[src/rtl/jump_unit.sv]
module jump_unit #(
  parameter int PC_W = 16,
  parameter int OFF_W = 10,
  parameter logic [PC_W-1:0] RESET_PC = '0
) (
  input  logic            clk,
  input  logic            rst_n,
  input  logic            step_en,
  input  logic [15:0]     instr,
  input  logic [PC_W-1:0] pc_in,
  input  logic            flag_n,
  input  logic            flag_z,
  input  logic            flag_c,
  input  logic            flag_v,
  output logic            taken,
  output logic [PC_W-1:0] next_pc,
  output logic            align_err,
  output logic [PC_W-1:0] pc_q
);
  localparam logic [2:0] JMP_PREFIX = 3'b001;
  localparam int EXT_W = PC_W - OFF_W;

  logic            is_jmp;
  logic            cond_ok;
  logic [2:0]      cond;
  logic [PC_W-1:0] seq_pc, byte_off, target;

  assign is_jmp = (instr[15:13] == JMP_PREFIX);
  assign cond   = instr[12:10];

  always_comb begin
    case (cond)
      3'd0: cond_ok = ~flag_z;
      3'd1: cond_ok = flag_z;
      3'd2: cond_ok = ~flag_c;
      3'd3: cond_ok = flag_c;
      3'd4: cond_ok = flag_n;
      3'd5: cond_ok = ~(flag_n ^ flag_v);
      3'd6: cond_ok = flag_n ^ flag_v;
      default: cond_ok = 1'b1;
    endcase
  end

  assign byte_off  = {{(EXT_W-1){instr[OFF_W-1]}}, instr[OFF_W-1:0], 1'b0};
  assign seq_pc    = pc_in + PC_W'(2);
  assign target    = seq_pc + byte_off;
  assign taken     = is_jmp & cond_ok;
  assign next_pc   = taken ? target : seq_pc;
  assign align_err = pc_in[0];

  always_ff @(posedge clk or negedge rst_n) begin
    if (!rst_n)                     pc_q <= RESET_PC;
    else if (step_en && !align_err) pc_q <= next_pc;
  end

  assert_hold_idle_R6: assert property (@(posedge clk) disable iff (!rst_n)
    !step_en |=> $stable(pc_q));
  assert_hold_misaligned_R5: assert property (@(posedge clk) disable iff (!rst_n)
    (step_en && pc_in[0]) |=> $stable(pc_q));
  assert_load_R6: assert property (@(posedge clk) disable iff (!rst_n)
    (step_en && !pc_in[0]) |=> (pc_q == $past(next_pc)));
  assert_non_jump_R4: assert property (@(posedge clk) disable iff (!rst_n)
    (instr[15:13] != 3'b001) |-> (!taken && next_pc == pc_in + PC_W'(2)));
  assert_always_cond_R1: assert property (@(posedge clk) disable iff (!rst_n)
    (instr[15:10] == 6'b001111) |-> taken);
  assert_seq_R3: assert property (@(posedge clk) disable iff (!rst_n)
    !taken |-> (next_pc == pc_in + PC_W'(2)));
endmodule

[config.mk]
export PLATFORM = sky130hd
export DESIGN_NAME = jump_unit
export DESIGN_NICKNAME = d
export VERILOG_FILES = /design/src/rtl/jump_unit.sv
export SDC_FILE = /design/constraint.sdc
export NUM_CORES = 1
export LEC_CHECK = 0
export BUFFER_PORTS_ARGS = -buffer_cell sky130_fd_sc_hd__buf_2
export CAP_MARGIN = 25
export CORE_MARGIN = 1
export CORE_UTILIZATION = 53
export CTS_CLUSTER_DIAMETER = 150
export DETAILED_ROUTE_END_ITERATION = 12
export GPL_TIMING_DRIVEN = 0
export PLACE_DENSITY = 0.91
export SETUP_SLACK_MARGIN = 0.1
export SLEW_MARGIN = 0
export SYNTH_ARGS = -nofsm -noshare
export SYNTH_HDL_FRONTEND = slang
export SYNTH_SLANG_ARGS = --single-unit
[constraint.sdc]
create_clock -name clk -period 5.7 [get_ports clk]
set_input_delay 0.855 -clock clk [delete_from_list [all_inputs] [get_ports clk]]
set_output_delay 0.855 -clock clk [all_outputs]
set_load 0.005 [all_outputs]
==> flow_summary.json <==
{
  "status": "completed",
  "cts_tree": "built",
  "worst-path-max-fanout": 8,
  "place.gp.congestion": 0.880,
  "grt_max_degree": 17,
  "io_buffers": 72,
  "final_nets": 364,
  "yosysWarnings": 0,
  "regMostFlops": "pc_q",
  "synth-edff-count": 0,
  "insertion_delay_ns": 0.28,
  "fmax_ghz": 0.215,
  "vias": 1880,
  "grt_antenna_before_repair": 0,
  "coreArea_um2": 3130,
  "synth_cell_types": 44,
  "peakVddDrop_uv": 139,
  "rsz0062_at_grt": "false",
  "htreeDepth": 1,
  "synth_most_common_cell": "nand2_1",
  "die_y_um": 60.0,
  "cts.clk_slew.worst_paths_ns": 0.09,
  "clk_path_buf_depth": 2,
  "cts.sinks": 16,
  "cts_inserted_buffers": 3,
  "tightest_slew_ns": 0.454,
  "hpwl_mm": 3.65,
  "fp.dieW_um": 60.0,
  "maxSlewHeadroom_pct": 69.4,
  "ys_async_sr_fraction_pct": 100,
  "setup_viol": 0,
  "drv_cap": 0,
  "timing.rr.start": "pc_q[12]",
  "grt_pass1_vias": 1696,
  "final_util_pct": 71.5,
  "die_area_um2": 3600,
  "p_leak_nw": 1.17,
  "overflow": 0,
  "min_path_type": "in2async",
  "synth_seq_cells": 16,
  "slew_viol_final": 0,
  "largest_reg_flops": 16,
  "min_period_ns": 4.66,
  "top_regs": "pc_q: 16 flops",
  "r2r_cells": 1,
  "postSynthCellCount": 228,
  "cp-end-kind": "output port",
  "grt_pass1_wl_mm": 6.79,
  "ctsResizeCount": 0,
  "syn_area_um2": 1780,
  "post-cts-setup-buffers": 0,
  "start_util_pct": 57.0,
  "cts_root_buf": "clkbuf_4",
  "clock_skew_ns": 0,
  "drc_errors": 0,
  "ys_top_cells_by_count": "nand2_1 (41), ha_1 (19), xnor2_1 (19), dfrtp_1 (16)",
  "routedWlPerCell_um": 12.5,
  "synth_area_per_cell_um2": 7.83,
  "hold_viol": 0,
  "yosysTopAreaCellShare_pct": 22.4,
  "first_iter_violations": 80,
  "cts_hold_buf": 0,
  "viasPerCell": 5.40,
  "rows": 20,
  "seq_area_frac_synth_pct": 22.4,
  "crit_type": "in2out",
  "wl_mm": 4.34,
  "final_cell_count_no_fill": 348,
  "yosys.area.top_type": "dfrtp_1",
  "ys.flop_type": "dfrtp_1",
  "startpoint_type": "input port",
  "drive_gt1_share_pct": 29.9,
  "ant_nets": 0,
  "ios": 73,
  "dr.pass1.iters": 4,
  "syn_nets": 287,
  "crit_arrival_ns": 3.80,
  "syn2layout_area_growth_pct": 25.3,
  "setup_tns_ns": 0,
  "synthTopCellsByArea": "dfrtp_1 (22%), ha_1 (13%), xnor2_1 (9.3%)",
  "gr-usage-all-layers_pct": 25.1,
  "r2r_slack_ns": 4.95,
  "worstReg2RegEnd": "pc_q[12]",
  "worstPathRequired_ns": 4.85,
  "dp.cells": 344,
  "n_antenna_cell": 0,
  "timing.final.crit_share_pct": 81.7,
  "powerDensity_nw_per_um2": 179
}
[placed cells by master (no fill, tap or decap), types with 2 or more instances in the layout]
cell type  count
a2111oi_0      2
a21o_1         5
a21oi_1       13
a31oi_1        3
and2_1         2
and3_1         3
buf_2         74
buf_4          2
clkbuf_1       5
clkbuf_4       3
dfrtp_1       16
ha_1          19
inv_1         11
mux2_2         5
mux2i_1        2
nand2_1       41
nand2b_1       3
nand3_1        7
nand4_1        6
nor2_1        14
nor2b_1        2
nor3_1         2
nor3b_1        2
o21a_1         2
o21ai_0       14
o21ai_2        2
o22ai_1        2
xnor2_1       19
xor2_1         6
[worst max-delay path: stages]
cell and delay, ns:
buf_2 0.12, and3_1 0.17, and2_1 0.12, buf_2 0.17, nand4_1 0.13, xnor2_1 0.24, ha_1 0.35, a21oi_1 0.23
o22ai_1 0.11, a21o_1 0.19, o311a_4 0.32, nor4_1 0.34, nor3_1 0.12, or2_1 0.21, buf_2 0.12
[metrics by stage]
stage                     power [W]  setup WS, ns  cell area (um2)  hold WS [ns]
final                      0.000400          1.04             2240         0.459
after global routing       0.000432         0.840             2240         0.466
after CTS                  0.000403          1.05             2240         0.458
after detailed placement   0.000328          1.06             2200         0.462
after global placement     0.000322          1.07             2200         0.457
after floorplan            0.000257          1.57             1780         0.470
[per-layer routing]
metal	part of all wire [%]	vias up	track usage [%]	wire length, um
met4	1.7	0	6.98	75
met1	42	836	29.9	1810
met3	8.4	10	5.19	367
li1	-	945	-	-
met2	48	89	45.4	2090
met5	0	-	0	0
[worst max path at each step]
| stage | start | end | slack (ns) |
|---|---|---|---|
| 2_1_floorplan | pc_in[3] | next_pc[15] | 1.57 |
| 3_3_place_gp | pc_in[3] | next_pc[15] | 1.07 |
| 3_5_place_dp | pc_in[3] | next_pc[15] | 1.06 |
| 4_1_cts | pc_in[3] | next_pc[15] | 1.05 |
| 5_1_grt | pc_in[3] | next_pc[15] | 0.84 |
| 6_report | pc_in[3] | next_pc[15] | 1.04 |
[cell families (layout without fill, tap and decap cells)]
group                    after synthesis  after routing  share of synthesized area [%]
AO/OA/AOI/OAI                         51             51                           18.8
XOR/XNOR                              25             25                           12.3
adder cells (fa/ha/maj)               20             20                           14.4
buffers and inverters                 21             97                           4.98
flip-flops                            16             16                           22.4
multiplexers                           7              7                           4.28
AND/OR/NAND/NOR                       88             88                           22.8
[power by group]
group	total [W]	internal (W)	switching (W)
Sequential	0.000139	0.000130	0.00000895
Clock	0.0000734	0.0000389	0.0000345
Combinational	0.000188	0.0000892	0.0000985
Total	0.000400	0.000258	0.000142
[layout make-up]
type                       count  area, um2
multi-input combinational    191       1290
fill                         272        892
inverter                      11       41.3
timing repair buffer          72        360
clock buffer                   4       36.3
tap                           44       55.1
sequential                    16        400
buffer                        10       47.5
Note: power is estimated with default switching activity, not from simulation.
